File: src/rtl/dtc_pkg.sv
`timescale 1ns/1ps
package dtc_pkg;
   typedef enum logic [2:0] {
      ST_IDLE,
      ST_LOAD,
      ST_INIT,
      ST_PAIR,
      ST_GAP,
      ST_UNLOAD,
      ST_DONE
   } dtc_state_e;

   typedef enum logic {
      LAUNCH_SHIFT   = 1'b0,
      LAUNCH_CAPTURE = 1'b1
   } launch_e;
endpackage

File: src/rtl/dtc_edge_sync.sv
`timescale 1ns/1ps
module dtc_edge_sync #(
   parameter int SYNC_STAGES = 2
) (
   input  logic clk,
   input  logic rst_n,
   input  logic async_in,
   output logic fall_tick
);
   localparam int LAST = SYNC_STAGES - 1;

   if (SYNC_STAGES < 2) begin : g_bad_depth
      $error("dtc_edge_sync: SYNC_STAGES must be at least 2");
   end

   logic [SYNC_STAGES-1:0] stg_q;
   logic                   prev_q;

   for (genvar g = 0; g < SYNC_STAGES; g++) begin : g_stage
      if (g == 0) begin : g_first
         always_ff @(posedge clk) begin
            if (!rst_n) stg_q[g] <= 1'b0;
            else        stg_q[g] <= async_in;
         end
      end else begin : g_next
         always_ff @(posedge clk) begin
            if (!rst_n) stg_q[g] <= 1'b0;
            else        stg_q[g] <= stg_q[g-1];
         end
      end
   end

   always_ff @(posedge clk) begin
      if (!rst_n) prev_q <= 1'b0;
      else        prev_q <= stg_q[LAST];
   end

   assign fall_tick = prev_q & ~stg_q[LAST];

   AST_TICK_SPARSE: assert property (@(posedge clk) disable iff (!rst_n)
      fall_tick |=> !fall_tick);
endmodule

File: src/rtl/dtc_clk_gate.sv
`timescale 1ns/1ps
module dtc_clk_gate (
   input  logic clk,
   input  logic rst_n,
   input  logic shift_clk,
   input  logic fast_req,
   input  logic slow_en,
   output logic test_clk
);
   logic fgate_q;

   // Fast enable is retimed on the falling edge, so it only moves while clk is low.
   always_ff @(negedge clk) begin
      if (!rst_n) fgate_q <= 1'b0;
      else        fgate_q <= fast_req;
   end

   // slow_en is only changed by the sequencer while shift_clk is low.
   assign test_clk = (clk & fgate_q) | (shift_clk & slow_en);

   AST_ONE_SOURCE: assert property (@(posedge clk) disable iff (!rst_n)
      !(fgate_q && slow_en));
endmodule

File: src/rtl/dtc_seq.sv
`timescale 1ns/1ps
module dtc_seq
   import dtc_pkg::*;
#(
   parameter int CNT_W    = 8,
   parameter int IDLE_GAP = 2
) (
   input  logic             clk,
   input  logic             rst_n,
   input  logic             start,
   input  logic             lc_mode,
   input  logic [CNT_W-1:0] shift_len,
   input  logic             fall_tick,
   output logic             scan_en,
   output logic             fast_req,
   output logic             slow_en,
   output logic             done
);
   localparam int GAP_W = $clog2(IDLE_GAP + 1);

   if (IDLE_GAP < 2) begin : g_bad_gap
      $error("dtc_seq: IDLE_GAP must be at least 2");
   end
   if (CNT_W < 1) begin : g_bad_cnt
      $error("dtc_seq: CNT_W must be at least 1");
   end

   dtc_state_e       state_q;
   launch_e          mode_q;
   logic [CNT_W-1:0] cnt_q;
   logic [CNT_W-1:0] len_q;
   logic [GAP_W-1:0] gap_q;
   logic             pair_q;
   logic             scan_en_q;
   logic             fast_req_q;
   logic             slow_en_q;
   logic             done_q;

   always_ff @(posedge clk) begin
      if (!rst_n) begin
         state_q    <= ST_IDLE;
         mode_q     <= LAUNCH_SHIFT;
         cnt_q      <= '0;
         len_q      <= '0;
         gap_q      <= '0;
         pair_q     <= 1'b0;
         scan_en_q  <= 1'b0;
         fast_req_q <= 1'b0;
         slow_en_q  <= 1'b0;
         done_q     <= 1'b0;
      end else begin
         case (state_q)
            ST_IDLE: begin
               if (start) begin
                  state_q   <= ST_LOAD;
                  scan_en_q <= 1'b1;
                  cnt_q     <= shift_len;
                  len_q     <= shift_len;
                  mode_q    <= launch_e'(lc_mode);
               end
            end
            ST_LOAD: begin
               if (fall_tick) begin
                  if (cnt_q != '0) begin
                     slow_en_q <= 1'b1;
                     cnt_q     <= cnt_q - CNT_W'(1);
                  end else if (mode_q == LAUNCH_CAPTURE) begin
                     slow_en_q <= 1'b1;
                     scan_en_q <= 1'b0;
                     state_q   <= ST_INIT;
                  end else begin
                     slow_en_q  <= 1'b0;
                     fast_req_q <= 1'b1;
                     pair_q     <= 1'b0;
                     state_q    <= ST_PAIR;
                  end
               end
            end
            ST_INIT: begin
               if (fall_tick) begin
                  slow_en_q  <= 1'b0;
                  fast_req_q <= 1'b1;
                  pair_q     <= 1'b0;
                  state_q    <= ST_PAIR;
               end
            end
            ST_PAIR: begin
               if (!pair_q) begin
                  pair_q    <= 1'b1;
                  scan_en_q <= 1'b0;
               end else begin
                  fast_req_q <= 1'b0;
                  gap_q      <= '0;
                  state_q    <= ST_GAP;
               end
            end
            ST_GAP: begin
               if (fall_tick) begin
                  if (gap_q == GAP_W'(IDLE_GAP)) begin
                     scan_en_q <= 1'b1;
                     cnt_q     <= len_q;
                     state_q   <= ST_UNLOAD;
                  end else begin
                     gap_q <= gap_q + GAP_W'(1);
                  end
               end
            end
            ST_UNLOAD: begin
               if (fall_tick) begin
                  if (cnt_q != '0) begin
                     slow_en_q <= 1'b1;
                     cnt_q     <= cnt_q - CNT_W'(1);
                  end else begin
                     slow_en_q <= 1'b0;
                     scan_en_q <= 1'b0;
                     done_q    <= 1'b1;
                     state_q   <= ST_DONE;
                  end
               end
            end
            ST_DONE: begin
               if (fall_tick) begin
                  done_q  <= 1'b0;
                  state_q <= ST_IDLE;
               end
            end
            default: state_q <= ST_IDLE;
         endcase
      end
   end

   assign scan_en  = scan_en_q;
   assign fast_req = fast_req_q;
   assign slow_en  = slow_en_q;
   assign done     = done_q;

   AST_RESET_IDLE: assert property (@(posedge clk)
      !rst_n |=> (!scan_en_q && !done_q && !fast_req_q && !slow_en_q));
   AST_PAIR_LEN: assert property (@(posedge clk) disable iff (!rst_n)
      (fast_req_q && $past(fast_req_q)) |=> !fast_req_q);
   AST_LAUNCH_SE: assert property (@(posedge clk) disable iff (!rst_n)
      $rose(fast_req_q) |-> (scan_en_q == (mode_q == LAUNCH_SHIFT)));
   AST_CAPTURE_SE: assert property (@(posedge clk) disable iff (!rst_n)
      (fast_req_q && $past(fast_req_q)) |-> !scan_en_q);
   AST_START_IGNORED: assert property (@(posedge clk) disable iff (!rst_n)
      (state_q != ST_IDLE) |=> $stable(len_q) && $stable(mode_q));
   AST_DONE_QUIET: assert property (@(posedge clk) disable iff (!rst_n)
      $rose(done_q) |-> (!scan_en_q && !slow_en_q && !fast_req_q));
endmodule

File: src/rtl/atspeed_clk_ctrl.sv
`timescale 1ns/1ps
module atspeed_clk_ctrl #(
   parameter int CNT_W       = 8,
   parameter int SYNC_STAGES = 2,
   parameter int IDLE_GAP    = 2
) (
   input  logic             clk,
   input  logic             rst_n,
   input  logic             shift_clk,
   input  logic             start,
   input  logic             lc_mode,
   input  logic [CNT_W-1:0] shift_len,
   output logic             test_clk,
   output logic             scan_en,
   output logic             done
);
   logic fall_tick;
   logic fast_req;
   logic slow_en;

   dtc_edge_sync #(.SYNC_STAGES(SYNC_STAGES)) i_sync (
      .clk       (clk),
      .rst_n     (rst_n),
      .async_in  (shift_clk),
      .fall_tick (fall_tick)
   );

   dtc_seq #(.CNT_W(CNT_W), .IDLE_GAP(IDLE_GAP)) i_seq (
      .clk       (clk),
      .rst_n     (rst_n),
      .start     (start),
      .lc_mode   (lc_mode),
      .shift_len (shift_len),
      .fall_tick (fall_tick),
      .scan_en   (scan_en),
      .fast_req  (fast_req),
      .slow_en   (slow_en),
      .done      (done)
   );

   dtc_clk_gate i_gate (
      .clk       (clk),
      .rst_n     (rst_n),
      .shift_clk (shift_clk),
      .fast_req  (fast_req),
      .slow_en   (slow_en),
      .test_clk  (test_clk)
   );
endmodule

File: config.mk
export PLATFORM = sky130hd
export DESIGN_NAME = atspeed_clk_ctrl
export DESIGN_NICKNAME = d
export VERILOG_FILES = /design/src/rtl/dtc_pkg.sv /design/src/rtl/dtc_edge_sync.sv /design/src/rtl/dtc_clk_gate.sv /design/src/rtl/dtc_seq.sv /design/src/rtl/atspeed_clk_ctrl.sv
export SDC_FILE = /design/constraint.sdc
export NUM_CORES = 1
export LEC_CHECK = 0
export BUFFER_PORTS_ARGS = -buffer_cell sky130_fd_sc_hd__buf_2
export CELL_PAD_IN_SITES_DETAIL_PLACEMENT = 1
export CELL_PAD_IN_SITES_GLOBAL_PLACEMENT = 2
export CORE_MARGIN = 2
export CORE_UTILIZATION = 36
export CTS_BUF_LIST = sky130_fd_sc_hd__clkbuf_2 sky130_fd_sc_hd__clkbuf_4 sky130_fd_sc_hd__clkbuf_8
export CTS_CLUSTER_DIAMETER = 30
export DETAILED_ROUTE_END_ITERATION = 10
export PLACE_DENSITY = 0.78
export SYNTH_ARGS = -nofsm -noshare
export SYNTH_HDL_FRONTEND = slang
export SYNTH_SLANG_ARGS = --single-unit
File: constraint.sdc
create_clock -name clk -period 2.1 [get_ports clk]
set_input_delay 0.105 -clock clk [delete_from_list [all_inputs] [get_ports clk]]
set_output_delay 0.105 -clock clk [all_outputs]
set_load 0.02 [all_outputs]
# [After elaboration in Yosys (flattened, before gate mapping)]
# Cells that the tools add are included.
# Widths: inputs -> output; s select.
[totals] output_inout_bits=3 in_bits=13 register_bits=31
[op_classes] eq_ne=23 reduce_logical=18 muxes=52 addsub=2 n_bitwise=5
[ops] operator="$mux 8" n=5
[ops] operator="$mux 3" n=10
[ops] operator="$mux 1" n=26
[ops] operator="$pmux 8 s3" n=1
[ops] operator="$ne 2x2->1 const B" n=11
[ops] operator="$pmux 3 s7" n=1
[ops] operator="$reduce_and 10->1" n=2
[ops] operator="$reduce_and 4->1" n=3
[ops] operator="$reduce_and 6->1" n=2
[ops] operator="$ne 2x1->1 const B" n=5
[ops] operator="$eq 3x3->1 const B" n=3
[ops] operator="$pmux 1 s3" n=3
[ops] operator="$reduce_bool 3->1" n=3
[ops] operator="$reduce_bool 8->1" n=1
[ops] operator="$sub 8x1->8 const B" n=1
[ops] operator="$eq 3x2->1 const B" n=2
[ops] operator="$mux 2" n=3
[ops] operator="$pmux 1 s5" n=1
[ops] operator="$reduce_and 5->1" n=1
[ops] operator="$reduce_bool 5->1" n=1
[ops] operator="$pmux 2 s2" n=1
[ops] operator="$reduce_bool 2->1" n=2
[ops] operator="$and 1x1->1" n=3
[ops] operator="$eq 3x1->1 const B" n=1
[ops] operator="other kinds (8)" n=8

# [Longest topological paths before layout]
# Gate-level depths: netlist of run 1.
[depth] ltp_word=4 mapped_depth=8 depth_no_buf=6

# [Modules after synthesis]
# Synthesis of run 1 repeated with hierarchy kept, for this count alone.
[unflattened] hier_cells=222 hier_area_um2=1762.9
[by_module_without_submodules] module="dtc_seq" area_each_um2=1635.3 cells_each=211 seq_area_each_um2=540.5 n_inst=1
[by_module_without_submodules] module="dtc_edge_sync" area_each_um2=88.8 cells_each=7 seq_area_each_um2=60.1 n_inst=1
[by_module_without_submodules] module="dtc_clk_gate" area_each_um2=38.8 cells_each=4 seq_area_each_um2=20.0 n_inst=1

==> results of run 1 <==
[stage by stage]
step           TNS (ps)  area [µm²]
2_1_floorplan         0        1790
3_3_place_gp          0        1990
3_5_place_dp          0        1990
4_1_cts            -167        2230
5_1_grt            -190        2230
6_report           -159        2230
[how the worst max path moves through the flow]
stage,from,endpoint,cells past startpoint
final,i_gate.fgate_q,test_clk,2
after global routing,i_gate.fgate_q,test_clk,2
after CTS,i_gate.fgate_q,test_clk,2
after detailed placement,i_seq.cnt_q[1],i_seq.fast_req,6
after global placement,i_seq.cnt_q[0],i_seq.fast_req,6
after floorplan,i_gate.fgate_q,test_clk,1
[cell type report]
cell class / count / area, µm²
clock buffer: 11 / 143
fill: 594 / 2520
multi-input combinational: 165 / 1060
inverter: 10 / 37.5
timing repair buffer: 38 / 275
clock inverter: 2 / 8.76
tap: 67 / 83.8
sequential: 31 / 622
[cell usage in the layout, fill, tap and decap left out, types with 4 or more instances in the layout]
| master | count |
|---|---|
| buf_2 | 14 |
| nand2_1 | 31 |
| a211oi_1 | 4 |
| nor2_1 | 12 |
| dfxtp_1 | 30 |
| clkbuf_8 | 9 |
| and3_1 | 4 |
| inv_1 | 10 |
| o21a_1 | 4 |
| nand3_1 | 5 |
| buf_4 | 14 |
| nand2b_1 | 4 |
| dlygate4sd3_1 | 10 |
| nor2b_1 | 8 |
| a21oi_1 | 19 |
| a31oi_1 | 7 |
| o21ai_0 | 8 |
[per-layer routing]
layer	vias to the layer above	global-route usage, %	wire length, µm
met5	-	0	0
met4	0	9.52	101
met3	10	5.96	189
met2	41	36.9	2740
met1	923	29.5	2610
li1	894	-	-
[flip-flops by register name, summed over array words and instances (netlist names), 2 cells and up]
register	flops
i_seq.cnt_q	8
i_seq.len_q	8
i_seq.state_q	3
i_seq.gap_q	2
i_sync.stg_q	2
[cell families after synthesis]
| group | Yosys count | share of synthesized area, % |
|---|---|---|
| and+or+nand+nor | 82 | 24.2 |
| AOI/OAI and AO/OA | 78 | 31.8 |
| DFF | 31 | 34.7 |
| buffers and inverters | 26 | 6.01 |
| adders and majority gates | 3 | 2.10 |
| muxes | 2 | 1.19 |
[power groups by stage]
stage	Clock [mW]	Combinational, mW	Sequential (mW)
finish	0.664	0.365	0.666
global route	0.708	0.399	0.674
CTS	0.680	0.360	0.666
detailed placement	0.00724	0.343	0.679
global placement	0.00724	0.334	0.676
floorplan	0.00693	0.238	0.666
[worst reg2reg max path, stage by stage, from the launching register on]
cell	delay (ps)
dfxtp_1	330
inv_1	110
ha_1	170
nor3b_1	380
a21oi_1	230
a2111oi_1	460
o22ai_1	140
[timing repair]
action,CTS,global route
hold buffers,10,0
endpoints found under the hold margin,10,0
setup buffers,0,0
gates resized for setup,2,2
endpoints found under the setup margin,1,2
==> results by group, run 1 <==
Logic synthesis
  – FFs w/ async S/R, synth: 0%
  – Syn_area_per_cell: 8.06 µm²
  – Syn Inst Count: 222
  – Seq/Total Area, Yosys: 34.7%
  – Synthesized cell area: 1790 µm²
  – Synth top cells by count: 31 x dfxtp_1, 31 x nand2_1, 19 x a21oi_1
  – Post-synthesis cell type count: 55
  – Synth top area share: 34.7%
  – Post-synth top flop: dfxtp_1
  – EDFF count, synth: 0
  – Syn nets: 238
  – Area leader, netlist: dfxtp_1
  – Synth area leaders: dfxtp_1 35%, nand2_1 6.5%, a21oi_1 5.3%
  – Register bit total from synthesis: 31
  – Warnings from Yosys: 0

STA
  – Min setup slack post-route: -159 ps
  – Hold slack: 72.3 ps
  – Slew margin rel.: 65.9%
  – RSZ-0062 raised after global routing: true
  – Slew Limit Fails: 0
  – Clk_skew: 67.9 ps
  – Setup violations, final: 1
  – Pin slew with the least headroom to its limit: 511 ps
  – Final Hold Viols: 0

Critical path
  – Setup crit end kind: output pin
  – Worst path buffer plus inverter count: 1
  – R2r startpoint: i_seq.cnt_q[0]
  – WS Path Type: reg2out
  – R2R setup slack: 170 ps
  – RR Endpoint: i_seq.fast_req
  – CP delay by family, top: flip-flops
  – Highest-delay cell along the critical path: dfxtp_1
  – CP Launch Type: flop
  – Crit-path max FO: 1
  – Crit path arrival time: 2150 ps
  – WP data required: 2000 ps
  – Delay of the slowest cell on the worst path: 290 ps
  – Cell count of the worst reg-to-reg path: 6
  – CP Cell Sequence: a22o_1, buf_6

Run
  – Max Cap Viol: 0

Die
  – Die Ht: 74.5 µm
  – Core area: 4750 µm²
  – Initial Utilization: 37.6%
  – Die ar.: 5550 µm²
  – Die width: 74.5 µm
  – Top Ports: 16
  – Row count: 25

Final layout
  – Share of post-route cells with drive strength above 1: 20.2%
  – Final core utilization: 46.9%
  – Area added between synthesis and finish: 24.8%
  – NumNets Final: 272
  – Fin cells: 324
  – Antenna cells: 0

Global route
  – GRT Total Usage: 23.1%
  – Vias in the first global route: 1888
  – First-pass GRT wire length: 9580 µm
  – GRT overflow: 0
  – Largest net degree at the start of global routing: 18
  – Antenna violations before repair: 0

Routing
  – Drt pass-1 iters: 4
  – Wirelength per Cell: 17.4 µm
  – Post-DRT Antenna Nets: 0
  – 1st-iter DRT viols: 151
  – Post-DR vias/cell: 5.77
  – Via Count: 1868
  – Drt total wl: 5640 µm
  – # DRC: 0

Power and ir drop
  – Clock power share: 39.2%
  – Cell Int Power: 1.19 mW
  – Power share of the sequential group: 39.3%
  – Pwr Total: 1.69 mW
  – Leak: 0.873 nW
  – Sw power: 0.509 mW
  – Logic pwr share: 21.5%
  – PD cells: 759 nW/µm²
  – Peak supply drop: 0.465 mV
  – Sw frac: 30.0%

Place
  – Placement Setup Slack: 154 ps
  – Final GP Congestion: 0.867
  – Placed cells: 303
  – HPWL after DPL: 4060 µm
  – Buffers on Ports: 15

Min path
  – Worst Hold Class: in2reg
  – Hold EP: i_seq.fast_req
  – Hold Crit Depth: 3
  – Worst hold start: rst_n

Clock network
  – CTS tree: yes
  – Clock slew seen by the registers of the worst setup and hold paths: 70 ps
  – Worst skew pair latency: 460 ps

Outcome
  – Failing checks: negative setup slack
  – Status: finished, violations left
Power figures use the tool's default switching activity.
==> inputs of run 2 (changes only) <==
--- a/config.mk
+++ b/config.mk
@@ -13,6 +13,7 @@
 export CTS_BUF_LIST = sky130_fd_sc_hd__clkbuf_2 sky130_fd_sc_hd__clkbuf_4 sky130_fd_sc_hd__clkbuf_8
 export CTS_CLUSTER_DIAMETER = 30
 export DETAILED_ROUTE_END_ITERATION = 10
+export GPL_TIMING_DRIVEN = 0
 export PLACE_DENSITY = 0.78
 export SYNTH_ARGS = -nofsm -noshare
 export SYNTH_HDL_FRONTEND = slang
==> constraint.sdc (replaced) <==
create_clock -name clk -period 2.1 [get_ports clk]
set_input_delay 0.105 -clock clk [delete_from_list [all_inputs] [get_ports clk]]
set_output_delay 0.105 -clock clk [all_outputs]
set_load 0.05 [all_outputs]
==> run 2 against run 1 <==
Net effect:
- the run still ends with negative setup slack left
- global-route usage rose by 0.94 points
- register-to-register slack improved by 20 ps
- non-clock buffer count stayed put
- hold slack improved by 67 ps
- sequential power down 0.6%
- clock skew increased by 10 ps
- flip-flop and latch count did not move
- first-iteration DRC count up 19%
- combinational power barely moved
- setup slack got worse by 9.7 ps
- sequential share of layout area rose by 0.18 points
- critical endpoint unchanged
==> results by group, run 2 (synthesized netlist as in run 1, its figures left out) <==
Final layout
  – Area added between synthesis and finish: 23.7%
  – Antenna cells: 0 (unchanged)
  – Share of post-route cells with drive strength above 1: 16.7% (-3.5 points)
  – Layout filler cell count: 607 (+2.2%)
  – NumNets Final: 272 (unchanged)
  – Top flop regs: i_seq.cnt_q (8), i_seq.len_q (8), i_seq.state_q (3)
  – Most frequent cells in the layout: 31 x nand2_1, 31 x dfxtp_1, 19 x a21oi_1, 18 x buf_2, 12 x nor2_1
  – Final core utilization: 46.6% (-0.39 points)
  – Fin area: 2210 µm² (-0.84%)

Routing
  – Post-DRT Antenna Nets: 0 (unchanged)
  – Drt total wl: 6180 µm (+9.4%)
  – # DRC: 0 (unchanged)
  – 1st-iter DRT viols: 179 (+19%)
  – Drt pass-1 iters: 4 (unchanged)
  – Post-DR vias/cell: 5.84 (+1.3%)
  – Via Count: 1892 (+1.3%)
  – Wirelength per Cell: 19.1 µm (+9.4%)

STA
  – RSZ-0062 raised after global routing: true
  – Slew Limit Fails: 0 (unchanged)
  – Slew margin rel.: 50.3% (-16 points)
  – Setup TNS: -168 ps (-9.74 ps)
  – Hold slack: 139 ps (+66.7 ps)
  – Pin slew with the least headroom to its limit: 740 ps (+229 ps)
  – Setup violations, final: 1 (unchanged)
  – Min setup slack post-route: -168 ps (-9.74 ps)
  – Final Hold Viols: 0 (unchanged)
  – Clk_skew: 78.1 ps (+10.2 ps)

Die
  – Core area: 4750 µm² (unchanged)
  – Initial Utilization: 37.6% (unchanged)
  – Die Ht: 74.5 µm (unchanged)
  – Top Ports: 16 (unchanged)
  – Die ar.: 5550 µm² (unchanged)
  – Die width: 74.5 µm (unchanged)
  – Row count: 25 (unchanged)

Critical path
  – CP Launch Type: flop
  – Worst path buffer plus inverter count: 1 (unchanged)
  – CP delay by family, top: flip-flops
  – Crit path arrival time: 2160 ps (about the same)
  – WS Path Type: reg2out
  – Crit-path max FO: 1 (unchanged)
  – Setup crit end kind: output pin
  – Highest-delay cell along the critical path: dfxtp_1
  – Delay of the slowest cell on the worst path: 290 ps (about the same)
  – WP data required: 2000 ps (about the same)
  – CP Cell Sequence: a22o_1, buf_6

Outcome
  – Failing checks: negative setup slack
  – Status: finished, violations left

Global route
  – GRT overflow: 0 (unchanged)
  – Vias in the first global route: 1991 (+5.5%)
  – Largest net degree at the start of global routing: 11 (-7)
  – GRT Total Usage: 24.0% (+0.94 points)
  – Antenna violations before repair: 0 (unchanged)
  – First-pass GRT wire length: 9880 µm (+3.2%)

Clock network
  – Clock slew seen by the registers of the worst setup and hold paths: 70 ps (about the same)
  – Worst skew pair latency: 470 ps (about the same)
  – CTS tree: yes
  – Setup Buffers After CTS: 0 (unchanged)

Power and ir drop
  – Peak supply drop: 0.310 mV (-33%)
  – Pwr Total: 1.82 mW (+7.1%)
  – PD cells: 820 nW/µm² (+8.0%)
  – Leak: 0.853 nW (-2.3%)

Place
  – Buffers on Ports: 14 (-1)
  – Area after DPL: 1940 µm² (-2.2%)
  – HPWL after DPL: 4520 µm (+12%)
  – Final GP Congestion: 0.868 (about the same)

Min path
  – Worst Hold Class: in2reg

Run
  – Max Cap Viol: 0 (unchanged)
run 2: area by class of cell:
cell class,instances,area (µm²),share of cell area (%)
Clock inverter,3,38.8,1.75
Clock buffer,10,135,6.11
Buffer,15,66.3,3.00
Sequential cell,31,621,28.0
Tap cell,67,83.8,3.79
Multi-Input combinational cell,165,1070,48.2
Inverter,10,37.5,1.70
Timing Repair Buffer,23,165,7.46
run 2: path summary, 6_finish.rpt:
kind / start / to / slack (ps) / cells past startpoint
setup / recovery: i_gate.fgate_q / test_clk / -170 / 2
hold / removal: start / i_seq.state_q[0] / 140 / 3
setup reg to reg: i_seq.state_q[0] / i_seq.cnt_q[4] / 190 / 5
hold reg to reg: i_sync.stg_q[0] / i_sync.stg_q[1] / 460 / 1
run 2: power breakdown:
group / internal, mW / switching, mW / leakage (nW)
logic: 0.144 / 0.222 / 0.502
registers: 0.624 / 0.0373 / 0.254
clock network: 0.509 / 0.279 / 0.0975
total: 1.28 / 0.538 / 0.853
run 2: worst register-to-register path, cell delays in order (launching register included):
cell      delay [ps]
dfxtp_1          310
clkbuf_1         250
nor2b_1          200
o22ai_1          390
nand3_1          290
o221a_2          360
run 2: through the flow:
stage	std cells	worst slack, ps
after global routing	324	-224
after global placement	303	228
final	324	-168
after detailed placement	303	121
after floorplan	222	233
after CTS	324	-171
run 2: per-layer routing:
layer  routed length (µm)  GRT usage (%)
met1                 2680           29.3
met2                 3230           41.3
met3                  169           4.88
met4                   99           9.52
met5                    0              0
run 2: repair_timing:
action / 4_1_cts / 5_1_grt
hold buffers: 10 / 0
pin swaps: 0 / 0
gates resized for setup: 2 / 1
endpoints found under the hold margin: 10 / 0
endpoints found under the setup margin: 1 / 3
==> inputs of run 3 (changes only) <==
--- a/config.mk
+++ b/config.mk
@@ -14,7 +14,7 @@
 export CTS_CLUSTER_DIAMETER = 30
 export DETAILED_ROUTE_END_ITERATION = 10
 export GPL_TIMING_DRIVEN = 0
-export PLACE_DENSITY = 0.78
+export PLACE_DENSITY_LB_ADDON = 0.1
 export SYNTH_ARGS = -nofsm -noshare
 export SYNTH_HDL_FRONTEND = slang
 export SYNTH_SLANG_ARGS = --single-unit
==> run 3 against run 2 <==
Net effect:
- the flow still finishes with violations (negative setup slack)
- largest power group unchanged
- global-route usage decreased by 0.29 points
- hold slack worse by 14 ps
- die area unchanged
- setup slack got worse by 17 ps
- final area is 1.0% lower
- register-to-register slack lost 30 ps
- count of clock-buffer cells in the layout up 1
- non-clock buffer count is the same
- critical path depth stayed put
- clock power is 12% lower
- sequential share of layout area is 0.29 points higher
- routed wire length down 3.2%
==> results by group, run 3 (synthesized netlist as in run 1, its figures left out) <==
Outcome
  – Status: finished, violations left
  – Failing checks: negative setup slack

Final layout
  – Antenna cells: 0 (unchanged)
  – Final core utilization: 46.1% (-0.47 points)
  – Most frequent cells in the layout: 31 x nand2_1, 31 x dfxtp_1, 19 x a21oi_1, 18 x buf_2, 12 x nor2_1
  – Fin area: 2190 µm² (-1.0%)
  – Layout filler cell count: 576 (-5.1%)
  – NumNets Final: 272 (unchanged)
  – Footprint of the multi-input gates: 1060 µm² (-0.47%)
  – Area added between synthesis and finish: 22.4%
  – Reg area: 621 µm² (unchanged)
  – Share of post-route cells with drive strength above 1: 16.0% (-0.78 points)
  – Top flop regs: i_seq.cnt_q (8), i_seq.len_q (8), i_seq.state_q (3)

Clock network
  – Worst skew pair latency: 470 ps (about the same)
  – Clock slew seen by the registers of the worst setup and hold paths: 70 ps (about the same)
  – CTS tree: yes

Place
  – Area after DPL: 1940 µm² (unchanged)
  – Buffers on Ports: 14 (unchanged)
  – Placement Setup Slack: 169 ps (+47.7 ps)
  – HPWL after DPL: 4400 µm (-2.7%)
  – Final GP Congestion: 0.961 (+11%)

STA
  – Slew Limit Fails: 0 (unchanged)
  – Slew margin rel.: 52.7% (+2.4 points)
  – RSZ-0062 raised after global routing: true
  – Hold slack: 125 ps (-14.4 ps)
  – Clk_skew: 64.6 ps (-13.5 ps)
  – Final Hold Viols: 0 (unchanged)
  – Min setup slack post-route: -185 ps (-16.9 ps)
  – Setup violations, final: 1 (unchanged)
  – Pin slew with the least headroom to its limit: 704 ps (-35.7 ps)

Global route
  – Largest net degree at the start of global routing: 11 (unchanged)
  – First-pass GRT wire length: 9610 µm (-2.7%)
  – Top Usage Layer GRT: met2
  – GRT Total Usage: 23.7% (-0.29 points)
  – Vias in the first global route: 1993 (+0.10%)
  – Met2 GRT Util: 41.7% (+0.39 points)
  – Met3 GRT Util: 6.50% (+1.6 points)
  – GR Layer Usage met1: 27.0% (-2.2 points)
  – Antenna violations before repair: 0 (unchanged)
  – GRT overflow: 0 (unchanged)

Die
  – Top Ports: 16 (unchanged)
  – Initial Utilization: 37.6% (unchanged)
  – Die ar.: 5550 µm² (unchanged)
  – Row count: 25 (unchanged)
  – Core area: 4750 µm² (unchanged)
  – Die width: 74.5 µm (unchanged)
  – Die Ht: 74.5 µm (unchanged)

Power and ir drop
  – Peak supply drop: 0.525 mV (+69%)
  – Leak: 0.844 nW (-0.98%)
  – PD cells: 784 nW/µm² (-4.5%)

Routing
  – Via Count: 1917 (+1.3%)
  – Post-DR vias/cell: 5.92 (+1.3%)
  – 1st-iter DRT viols: 180 (+0.56%)
  – Post-DRT Antenna Nets: 0 (unchanged)
  – Drt pass-1 iters: 4 (unchanged)
  – Drt total wl: 5980 µm (-3.2%)
  – Wirelength per Cell: 18.5 µm (-3.2%)
  – # DRC: 0 (unchanged)

Min path
  – Worst Hold Class: in2reg
  – Worst hold start: start

Critical path
  – Crit path launch: i_gate.fgate_q
  – Crit path arrival time: 2180 ps (+20 ps)
  – WS Path Type: reg2out
  – R2r startpoint: i_seq.cnt_q[0]
  – WP data required: 2000 ps (about the same)
  – Crit-path max FO: 1 (unchanged)
  – CP Launch Type: flop
  – Setup crit end kind: output pin

Run
  – Max Cap Viol: 0 (unchanged)
==> run 3: changes by cell type in the layout (fill, tap and decap cells not counted) <==
cell,before,now
nor3b_2,1,0
inv_1,10,11
clkinv_2,1,0
clkbuf_8,9,10
bufinv_16,1,0
nor3b_1,0,1
==> run 3: worst max-delay path, stage by stage, from the launching register on <==
cell     delay, ps
dfxtp_1        290
a22o_1         220
buf_6          160
==> run 3: final timing paths <==
kind	slack, ps	cells past startpoint	end
worst max-delay path	-190	2	test_clk
worst min-delay path	120	3	i_seq.state_q[0]
worst max register to register	160	6	i_seq.scan_en
worst min register to register	440	1	i_sync.stg_q[1]
==> run 3: layout make-up <==
cell class	count	share of cell area, %
Clock buffer	11	6.80
Tap cell	67	3.83
Buffer	15	3.03
Multi-Input combinational cell	165	48.4
Clock inverter	2	0.343
Timing Repair Buffer	23	7.54
Inverter	10	1.71
Sequential cell	31	28.3
==> run 3: metal layers <==
metal  vias to the layer above  wire (µm)
li1                        893          -
met1                       960       2580
met2                        52       3010
met3                        12        248
met4                         0        145
met5                         -          0
==> run 3: report_power, final <==
group	internal [mW]	leakage (nW)	switching [mW]
Clock	0.419	0.0919	0.275
Combinational	0.143	0.499	0.219
Sequential	0.624	0.254	0.0360
==> run 3: repair_timing <==
action | 4_1_cts | 5_1_grt
buffers inserted | 0 | 0
pin swaps | 0 | 0
gates resized for setup | 2 | 0
cloned | 0 | 0
hold buffers | 10 | 0
endpoints found under the setup margin | 1 | 1
hold endpoints to repair | 10 | 0
==> run 3: through the flow <==
step / cells / total power, mW / setup TNS [ps]
6_report: 324 / 1.72 / -185
5_1_grt: 324 / 1.79 / -227
3_3_place_gp: 303 / 1.01 / 0
2_1_floorplan: 222 / 0.916 / 0
3_5_place_dp: 303 / 1.02 / 0
4_1_cts: 324 / 1.72 / -199
